**config.mk**
```make
export PLATFORM = sky130hd
export DESIGN_NAME = host_alu_sequencer
export DESIGN_NICKNAME = d
export VERILOG_FILES = /design/src/rtl/hcs_pkg.sv /design/src/rtl/hcs_phase_ctrl.sv /design/src/rtl/hcs_cmd_capture.sv /design/src/rtl/hcs_result_mux.sv /design/src/rtl/host_alu_sequencer.sv
export SDC_FILE = /design/constraint.sdc
export NUM_CORES = 1
export LEC_CHECK = 0
export BUFFER_PORTS_ARGS = -buffer_cell sky130_fd_sc_hd__buf_4
export CAP_MARGIN = 15
export CORE_MARGIN = 1
export CORE_UTILIZATION = 25
export DETAILED_ROUTE_END_ITERATION = 8
export PLACE_DENSITY = 0.52
export SETUP_SLACK_MARGIN = 0.15
export SLEW_MARGIN = 20
export SYNTH_ARGS = -nofsm -noshare
export SYNTH_HDL_FRONTEND = slang
export SYNTH_SLANG_ARGS = --single-unit
```
**constraint.sdc**
```tcl
create_clock -name clk -period 2.93 [get_ports clk]
set_clock_uncertainty 0.05 [all_clocks]
set_input_delay 0.1465 -clock clk [delete_from_list [all_inputs] [get_ports clk]]
set_output_delay 0.1465 -clock clk [all_outputs]
set_load 0.1 [all_outputs]
```
**src/rtl/hcs_pkg.sv**
```systemverilog
package hcs_pkg;
   typedef enum logic [2:0] {
      PH_CMD  = 3'd0,
      PH_OPND = 3'd1,
      PH_EXEC = 3'd2,
      PH_RES  = 3'd3,
      PH_FLAG = 3'd4
   } phase_e;

   function automatic logic phase_is_wide(phase_e p);
      return (p == PH_OPND) || (p == PH_EXEC) || (p == PH_RES);
   endfunction
endpackage

```
**src/rtl/hcs_phase_ctrl.sv**
```systemverilog
module hcs_phase_ctrl
   import hcs_pkg::*;
#(
   parameter int NB    = 2,
   parameter int IDX_W = 1
) (
   input  logic             clk,
   input  logic             rst_n,
   input  logic             host_wr,
   input  logic             host_rd,
   input  logic             cmd_bad,
   input  logic             alu_done,
   output phase_e           phase,
   output logic [IDX_W-1:0] byte_idx,
   output logic             rqm,
   output logic             wr_acc,
   output logic             rd_acc,
   output logic             done_acc,
   output logic             alu_go
);
   phase_e           phase_q;
   logic [IDX_W-1:0] idx_q;
   logic             rqm_q;
   logic             go_q;
   logic             last_byte;

   assign wr_acc    = rqm_q && host_wr && ((phase_q == PH_CMD) || (phase_q == PH_OPND));
   assign rd_acc    = rqm_q && host_rd && ((phase_q == PH_RES) || (phase_q == PH_FLAG));
   assign done_acc  = (phase_q == PH_EXEC) && alu_done && !go_q;
   assign last_byte = (idx_q == IDX_W'(NB - 1));

   always_ff @(posedge clk) begin
      if (!rst_n) begin
         phase_q <= PH_CMD;
         idx_q   <= '0;
         rqm_q   <= 1'b0;
         go_q    <= 1'b0;
      end else begin
         go_q <= 1'b0;
         if (wr_acc || rd_acc)
            rqm_q <= 1'b0;
         else if (phase_q != PH_EXEC)
            rqm_q <= 1'b1;
         unique case (phase_q)
            PH_CMD: begin
               if (wr_acc && !cmd_bad) begin
                  phase_q <= PH_OPND;
                  idx_q   <= '0;
               end
            end
            PH_OPND: begin
               if (wr_acc) begin
                  if (last_byte) begin
                     phase_q <= PH_EXEC;
                     idx_q   <= '0;
                     go_q    <= 1'b1;
                  end else begin
                     idx_q <= idx_q + IDX_W'(1);
                  end
               end
            end
            PH_EXEC: begin
               if (done_acc) begin
                  phase_q <= PH_RES;
                  idx_q   <= '0;
               end
            end
            PH_RES: begin
               if (rd_acc) begin
                  if (last_byte) begin
                     phase_q <= PH_FLAG;
                     idx_q   <= '0;
                  end else begin
                     idx_q <= idx_q + IDX_W'(1);
                  end
               end
            end
            PH_FLAG: begin
               if (rd_acc) phase_q <= PH_CMD;
            end
            default: phase_q <= PH_CMD;
         endcase
      end
   end

   assign phase    = phase_q;
   assign byte_idx = idx_q;
   assign rqm      = rqm_q;
   assign alu_go   = go_q;

   a_r5_rqm_drops: assert property (@(posedge clk) disable iff (!rst_n)
      (wr_acc || rd_acc) |=> !rqm_q);
   a_r5_rqm_returns: assert property (@(posedge clk) disable iff (!rst_n)
      (!rqm_q && phase_q != PH_EXEC) |=> rqm_q);
   a_r4_go_single: assert property (@(posedge clk) disable iff (!rst_n)
      go_q |=> !go_q);
   a_r6_idle_when_low: assert property (@(posedge clk) disable iff (!rst_n)
      (!rqm_q && phase_q != PH_EXEC) |=> $stable(phase_q) && $stable(idx_q));
   a_r3_bad_cmd_stays: assert property (@(posedge clk) disable iff (!rst_n)
      (phase_q == PH_CMD && wr_acc && cmd_bad) |=> (phase_q == PH_CMD) && !go_q);
   a_r10_back_to_cmd: assert property (@(posedge clk) disable iff (!rst_n)
      (phase_q == PH_FLAG && rd_acc) |=> (phase_q == PH_CMD));
endmodule

```
**src/rtl/hcs_cmd_capture.sv**
```systemverilog
module hcs_cmd_capture
   import hcs_pkg::*;
#(
   parameter int BYTE_W = 8,
   parameter int DATA_W = 16,
   parameter int OP_W   = 4,
   parameter int NB     = 2,
   parameter int IDX_W  = 1
) (
   input  logic              clk,
   input  logic              rst_n,
   input  logic              wr_acc,
   input  phase_e            phase,
   input  logic [IDX_W-1:0]  byte_idx,
   input  logic [BYTE_W-1:0] wdata,
   output logic              cmd_bad,
   output logic [OP_W-1:0]   alu_op,
   output logic              alu_cin,
   output logic [DATA_W-1:0] alu_operand
);
   localparam int RSV_W = BYTE_W - OP_W - 1;

   logic [OP_W-1:0]   op_q;
   logic              cin_q;
   logic [BYTE_W-1:0] lane_q [NB];

   generate
      if (RSV_W > 0) begin : g_rsv
         assign cmd_bad = |wdata[BYTE_W-1:OP_W+1];
      end else begin : g_no_rsv
         assign cmd_bad = 1'b0;
      end
   endgenerate

   always_ff @(posedge clk) begin
      if (!rst_n) begin
         op_q  <= '0;
         cin_q <= 1'b0;
      end else if (wr_acc && phase == PH_CMD && !cmd_bad) begin
         op_q  <= wdata[OP_W-1:0];
         cin_q <= wdata[OP_W];
      end
   end

   for (genvar b = 0; b < NB; b++) begin : g_lane
      always_ff @(posedge clk) begin
         if (!rst_n)
            lane_q[b] <= '0;
         else if (wr_acc && phase == PH_OPND && byte_idx == IDX_W'(b))
            lane_q[b] <= wdata;
      end
      assign alu_operand[b*BYTE_W +: BYTE_W] = lane_q[b];
   end

   assign alu_op  = op_q;
   assign alu_cin = cin_q;

   a_r4_operand_held: assert property (@(posedge clk) disable iff (!rst_n)
      (phase == PH_EXEC && $past(phase) == PH_EXEC) |-> $stable(alu_operand));
   a_r2_cmd_held: assert property (@(posedge clk) disable iff (!rst_n)
      (phase != PH_CMD) |=> $stable(op_q) && $stable(cin_q));
endmodule

```
**src/rtl/hcs_result_mux.sv**
```systemverilog
module hcs_result_mux
   import hcs_pkg::*;
#(
   parameter int BYTE_W = 8,
   parameter int DATA_W = 16,
   parameter int FLAG_W = 6,
   parameter int NB     = 2,
   parameter int IDX_W  = 1
) (
   input  logic              clk,
   input  logic              rst_n,
   input  logic              done_acc,
   input  logic [DATA_W-1:0] alu_result,
   input  logic [FLAG_W-1:0] alu_flags,
   input  phase_e            phase,
   input  logic [IDX_W-1:0]  byte_idx,
   output logic [BYTE_W-1:0] rdata
);
   localparam int FILL_W = BYTE_W - FLAG_W;

   logic [BYTE_W-1:0] res_lane [NB];
   logic [FLAG_W-1:0] flg_q;
   logic [BYTE_W-1:0] flag_byte;

   for (genvar b = 0; b < NB; b++) begin : g_res
      always_ff @(posedge clk) begin
         if (!rst_n)
            res_lane[b] <= '0;
         else if (done_acc)
            res_lane[b] <= alu_result[b*BYTE_W +: BYTE_W];
      end
   end

   always_ff @(posedge clk) begin
      if (!rst_n)      flg_q <= '0;
      else if (done_acc) flg_q <= alu_flags;
   end

   generate
      if (FILL_W > 0) begin : g_fill
         assign flag_byte = {{FILL_W{1'b1}}, flg_q};
      end else begin : g_nofill
         assign flag_byte = flg_q[BYTE_W-1:0];
      end
   endgenerate

   always_comb begin
      unique case (phase)
         PH_RES:  rdata = res_lane[byte_idx];
         PH_FLAG: rdata = flag_byte;
         default: rdata = '0;
      endcase
   end

   a_r7_result_held: assert property (@(posedge clk) disable iff (!rst_n)
      (phase == PH_RES && $past(phase) == PH_RES) |-> $stable(flg_q));
   a_r8_flag_fill: assert property (@(posedge clk) disable iff (!rst_n)
      (phase == PH_FLAG) |-> (rdata[BYTE_W-1:FLAG_W] == '1));
endmodule

```
**src/rtl/host_alu_sequencer.sv**
```systemverilog
module host_alu_sequencer
   import hcs_pkg::*;
#(
   parameter int DATA_W = 16,
   parameter int BYTE_W = 8,
   parameter int OP_W   = 4,
   parameter int FLAG_W = 6
) (
   input  logic              clk,
   input  logic              rst_n,
   input  logic              host_wr,
   input  logic              host_rd,
   input  logic [BYTE_W-1:0] host_wdata,
   output logic [BYTE_W-1:0] host_rdata,
   output logic              rqm,
   output logic              wide_mode,
   output logic              alu_go,
   output logic [OP_W-1:0]   alu_op,
   output logic              alu_cin,
   output logic [DATA_W-1:0] alu_operand,
   input  logic              alu_done,
   input  logic [DATA_W-1:0] alu_result,
   input  logic [FLAG_W-1:0] alu_flags
);
   localparam int NB    = DATA_W / BYTE_W;
   localparam int IDX_W = (NB > 1) ? $clog2(NB) : 1;

   initial begin
      assert (DATA_W % BYTE_W == 0) else $error("DATA_W must be a multiple of BYTE_W");
      assert (OP_W + 1 <= BYTE_W)   else $error("command fields exceed a byte");
      assert (FLAG_W <= BYTE_W)     else $error("flags exceed a byte");
   end

   phase_e           phase;
   logic [IDX_W-1:0] byte_idx;
   logic             wr_acc, rd_acc, done_acc, cmd_bad;

   hcs_phase_ctrl #(.NB(NB), .IDX_W(IDX_W)) u_ctrl (
      .clk(clk), .rst_n(rst_n), .host_wr(host_wr), .host_rd(host_rd),
      .cmd_bad(cmd_bad), .alu_done(alu_done), .phase(phase),
      .byte_idx(byte_idx), .rqm(rqm), .wr_acc(wr_acc), .rd_acc(rd_acc),
      .done_acc(done_acc), .alu_go(alu_go)
   );

   hcs_cmd_capture #(.BYTE_W(BYTE_W), .DATA_W(DATA_W), .OP_W(OP_W),
                     .NB(NB), .IDX_W(IDX_W)) u_cap (
      .clk(clk), .rst_n(rst_n), .wr_acc(wr_acc), .phase(phase),
      .byte_idx(byte_idx), .wdata(host_wdata), .cmd_bad(cmd_bad),
      .alu_op(alu_op), .alu_cin(alu_cin), .alu_operand(alu_operand)
   );

   hcs_result_mux #(.BYTE_W(BYTE_W), .DATA_W(DATA_W), .FLAG_W(FLAG_W),
                    .NB(NB), .IDX_W(IDX_W)) u_res (
      .clk(clk), .rst_n(rst_n), .done_acc(done_acc), .alu_result(alu_result),
      .alu_flags(alu_flags), .phase(phase), .byte_idx(byte_idx),
      .rdata(host_rdata)
   );

   assign wide_mode = phase_is_wide(phase);

   a_r9_narrow_cmd: assert property (@(posedge clk) disable iff (!rst_n)
      (rqm && !wide_mode && host_rd) |=> (phase != PH_RES));
   a_r4_go_after_opnd: assert property (@(posedge clk) disable iff (!rst_n)
      alu_go |-> (phase == PH_EXEC));
endmodule

```
Word-level counts from Yosys, hierarchy flattened

Memory sizes are Yosys's and may differ from the RTL's. A register that Yosys moved wholly into a read port is not among the register bits.
Index checks and enable logic that the tools add are counted.

Flip-flop bits (word level): 17
Memory bits (writable): 32
Memories kept: 2

Add/sub/neg operators: 1
Equality and inequality tests: 12
Mux-type cells: 32
Bitwise operators: 6
Reduce and logical (&&, ||, !) cells: 26

Memory list:

| memory         | depth | bits a word | rd ports | clocked after memory_dff | wr ports | RTL line              | source |
|---|---|---|---|---|---|---|---|
| u_cap.lane_q   | 2     | 8           | 2        | 0                        | 2        | hcs_cmd_capture.sv:25 | `logic [BYTE_W-1:0] lane_q [NB];` |
| u_res.res_lane | 2     | 8           | 1        | 1                        | 2        | hcs_result_mux.sv:21  | `logic [BYTE_W-1:0] res_lane [NB];` |

Operator list:

| kind                                                   | count |
|---|---|
| 2-to-1 mux 8 bit                                       | 4 |
| 2-to-1 mux 3 bit                                       | 7 |
| 2-to-1 mux 1 bit                                       | 18 |
| one-hot mux 8 bit (2 select lines)                     | 1 |
| one-hot mux 3 bit (5 select lines)                     | 1 |
| logical AND 1 bit                                      | 12 |
| inequality test 2 x 1 -> 1 bit (second input constant) | 5 |
| AND reduction 7 bit                                    | 1 |
| == test 3 x 2 -> 1 bit (second input constant)         | 2 |
| logical OR 1 bit                                       | 5 |
| AND reduction 5 bit                                    | 1 |
| inequality test 2 bit (second input constant)          | 2 |
| OR 1 bit                                               | 4 |
| one-hot mux 1 bit (4 select lines)                     | 1 |
| nonzero test 4 bit                                     | 1 |
| == test 3 x 1 -> 1 bit (second input constant)         | 1 |
| == test 3 bit (second input constant)                  | 1 |
| zero test 3 bit                                        | 1 |
| inequality test 3 x 2 -> 1 bit (second input constant) | 1 |
| AND reduction 3 bit                                    | 1 |
| OR reduction 3 bit                                     | 1 |
| zero test 1 bit                                        | 2 |
| inverter 1 bit                                         | 2 |
| OR reduction 2 bit                                     | 1 |
| adder 1 bit (second input constant)                    | 1 |

Depth between registers and ports, before layout

Depth after elaboration: 9
Depth in mapped cells: 7

Modules after synthesis

A second synthesis with hierarchy kept.

Cells, all modules: 181
Area total of the unflattened synthesis: 2257.2 µm²

By module, submodules not included:

| module             | instances | cells each | area an instance (µm²) | sequential area each (µm²) |
|---|---|---|---|---|
| hcs_result_mux     | 1         | 75         | 1027.2                 | 600.6 |
| hcs_cmd_capture    | 1         | 63         | 858.3                  | 580.6 |
| hcs_phase_ctrl     | 1         | 42         | 361.6                  | 120.1 |
| host_alu_sequencer | 1         | 1          | 10.0                   | 0.0 |

Worst setup path after synthesis

No wires, ideal clock.

Path kind: register -> output
Start: register with a tool-made name
End: output host_rdata[0]
Data arrival time: 2.896 ns
Required time: 2.734 ns
Slack: -0.162 ns
Cell stages (with the launch flop): 4
Buffers on the path: 1
Cell sequence: dfxtp_1 > clkbuf_1 > mux2i_1 > o21ai_0

RTL lines:

| item      | RTL line                 | source |
|---|---|---|
| to (decl) | host_alu_sequencer.sv:14 | `output logic [BYTE_W-1:0] host_rdata,` |

Worst setup path in the final report

Start: register u_ctrl.phase_q[2], in the netlist u_ctrl.phase[2]
End: output host_rdata[5]

Word-level cells in the longest chain between the ends: 2
Elaborated cells between the ends (all ways): 3
Classes of those cells: eq/ne: 2; mux: 1

RTL lines:

| item                                                    | RTL line             | source |
|---|---|---|
| from (decl)                                             | hcs_phase_ctrl.sv:21 | `phase_e phase_q;` |
| from (signal assigned)                                  | hcs_phase_ctrl.sv:34 | `phase_q <= PH_CMD;` |
| from (signal assigned)                                  | hcs_phase_ctrl.sv:47 | `phase_q <= PH_OPND;` |
| from (signal assigned)                                  | hcs_phase_ctrl.sv:54 | `phase_q <= PH_EXEC;` |
| == test 3 bit or == test 3 x 2 -> 1 bit (tied branches) | hcs_result_mux.sv:48 | `unique case (phase)` |
| one-hot mux 8 bit (2 select lines) *                    | hcs_result_mux.sv:48 |  |

Mark *: on every way between the ends. The rest lies on a longest branch, timed or not.

==> flow_summary_export.csv <==
group,metric,value,unit
global_routing,grt_pass1_wl,7700,um
clock_tree,ctsHtreeMaxLevel,2,
synthesis,syn_nets,220,
critical_path,cp_slowest_cell,"dfxtp_1",
clock_tree,clkSinkCount,50,
drt,via_count,1570,
global_routing,antenna_found_initial,0,
layout,fillCellCount,906,
critical_path,cp.required,2.73,ns
layout,final-instance-count-excl-fill,361,
synthesis,avgSynthCellArea,12.1,sq um
timing,finalSetupViolCount,0,
timing,final_max_slew_viol_count,0,
critical_path,critical_path.startpoint,"u_ctrl.phase[2]$_SDFFE_PN0P_",
power,leakage,1.25,nW
timing,slew_headroom,56.7,%
synthesis,synth_top_area_share,43.0,%
worst_hold_path,worstHoldStart,"alu_flags[3]",
drt,drtAntennaViolNets,0,
drt,detail_route.vias_per_cell,4.35,
critical_path,path_delay_family,"buffers and inverters",
die,coreArea,0.00868,sq mm
critical_path,critPathLaunchType,"register",
clock_tree,numCtsBuffers,5,
global_routing,grt_max_degree,17,
clock_tree,clkTransAtPathRegs,0.09,ns
place,place_congestion,0.745,
layout,layout_commonest_cell,"buf_4",
drt,dr.first_iter.drc_count,67,
power,power_frac_seq,57.0,%
die,fp.dieW,96.5,um
synthesis,ys_warn_count,0,
timing,hold_viol_final,0,
timing,finalCritPeriodShare,73.1,%
layout,final_layout_size_suffix_gt1_share,32.8,%
clock_tree,clk_latency,0.30,ns
place,placed_cell_area,0.00283,sq mm
critical_path,critPathKind,"register to output port",
clock_tree,cts-root-buf,"clkbuf_8",
synthesis,synthesis.area,0.00223,sq mm
synthesis,synthArstFlopShare,0,%
power,p_int,0.990,mW
drt,avgRoutedWirePerCell,13.2,um
die,ios,67,
place,dp.final_hpwl,3640,um
worst_hold_path,hold_path.class,"input pin to register",
drt,drt_wl_total,4760,um
timing,hold_slack,0.0424,ns
global_routing,track_usage,11.1,%
critical_path,rr_startpoint,"u_ctrl.phase[1]$_SDFFE_PN0P_",
synthesis,ys_ff_latch,50,
layout,final_area,0.00291,sq mm
job,cap_violations,0,
power,power.density,470,mW/mm^2
power,p_total,1.37,mW
synthesis,syn_inst,185,
drt,first_pass_iters,4,
layout,nets,287,
global_routing,grt.overflow.total,0,
drt,drcViolationCount,0,
critical_path,crit_chain,"inv_1 > nor3_1 > buf_4 > nand2_1 > o21ai_1 > buf_4",
power,peakVddDrop,0.000225,V
power,combPwrFrac,14.3,%
power,p_sw_share,27.5,%
clock_tree,cts_buffer_depth,2,
place,dp.cells,353,
synthesis,synth_edf_count,32,
global_routing,grt_pass1_vias,1605,
clock_tree,post_cts_resized,0,
critical_path,cpMostUsedCell,"buf_4",
synthesis,ys_seq_area_share,59.2,%
timing,tns,0,ns
synthesis,synth.distinct_cells,35,
critical_path,crit_path_end_kind,"output port",
critical_path,worstPathBufferInverterCount,3,
die,die_y,96.5,um
layout,final_cell_mix,"buf_4 (69), and2_1 (34), edfxtp_1 (32)",
power,switchingPower,0.376,mW
timing,fin_crit,2.14,ns
die,fp.dieArea,0.00932,sq mm
timing,rsz0062_at_grt,"false",
layout,area_growth,30.3,%
critical_path,slowest_delay,0.60,ns
critical_path,cp_max_fo,10,
synthesis,synthTopCellsByArea,"edfxtp_1 (43%), dfxtp_1 (16%), and2_1 (9.5%), mux2i_1 (9.0%), o21ai_0 (2.7%)",
run_status,status,"complete, no violations",
die,start_util,25.7,%
die,rows,34,
synthesis,yosysTopAreaCell,"edfxtp_1",
clock_tree,cts_hold_buf,0,
power,p_clk_share,28.6,%
place,port_buffers,66,
timing,max_freq,467,MHz
critical_path,arrival,1.95,ns
timing,tightest_slew,0.647,ns
layout,diodes,0,
clock_tree,postCtsSetupRepairBufs,0,
clock_tree,cts_tree,"done",
synthesis,yosys_most_used_dff,"edfxtp_1",
## synth_stat cells (2+ instances only)
cell type,number
a21oi_1,2
and2_1,34
and3_1,2
buf_2,4
buf_6,3
clkbuf_1,2
dfxtp_1,18
edfxtp_1,32
mux2i_1,20
nand2_1,13
nand2b_1,3
nand3b_1,2
nor2_1,15
nor2b_1,3
o21ai_0,12
## kinds of logic (layout without fill, tap and decap cells)
logic type | Yosys count | count (layout) | share of synthesized area (%)
AOI/OAI and AO/OA | 23 | 23 | 6.78
buffers and inverters | 11 | 79 | 3.08
DFF | 50 | 50 | 59.2
muxes | 20 | 20 | 8.96
and+or+nand+nor | 81 | 81 | 22.0
## routing by layer
metal  up-vias  routed length (um)  global-route usage, %
li1        783                   -                      -
met1       725                2140                   13.8
met2        57                2180                   17.7
met3         5                 374                   3.91
met4         0                  61                   3.68
met5         -                   0                      0
## worst paths after layout
path,endpoint,slack (ns),cells past startpoint
max,host_rdata[5],0.79,6
min,u_res.flg_q[3]$_SDFFE_PN0P_,0.04,3
max reg2reg,u_res.res_lane[1][5]$_SDFFCE_PN0P_,0.94,4
min reg2reg,u_cap.alu_cin$_SDFFE_PN0P_,0.46,2
## stage by stage
stage	worst slack, ns	util [%]
after detailed placement	0.915	32.6
after CTS	0.808	33.5
final	0.788	33.5
after global routing	0.638	33.5
after floorplan	0.499	-
after global placement	0.971	32.6
## flip-flops by register name (all words and copies together) (netlist names), named ones only
register,count
u_res.res_lane,16
u_ctrl.phase,3
u_cap.alu_cin,1
u_res.flg_q,6
u_ctrl.rqm,1
u_cap.lane_q,16
u_ctrl.alu_go,1
u_cap.alu_op,4
u_ctrl.byte_idx,1
## final cells by class
cell class,instances,area [sq um],share of cell area (%)
inverter,2,7.51,0.258
sequential,50,1320,45.4
multi-input combinational,124,843,29.0
clock buffer,5,68.8,2.36
timing repair buffer,69,518,17.8
clock inverter,3,16.3,0.559
tap,108,135,4.64
## power by group through the flow
stage	registers [mW]	clock network, mW	logic (mW)
after floorplan	0.867	0	0.0568
after global placement	0.796	0	0.197
after detailed placement	0.796	0	0.198
after CTS	0.780	0.407	0.198
after global routing	0.783	0.435	0.208
final	0.780	0.391	0.196
## worst min-delay path: cells and delay by family
| kind | cells | cell delay (ns) |
|---|---|---|
| multiplexers | 1 | 0.05 |
| buffers and inverters | 1 | 0.08 |
| AND/OR/NAND/NOR | 1 | 0.08 |
Power figures use the tool's default switching activity.
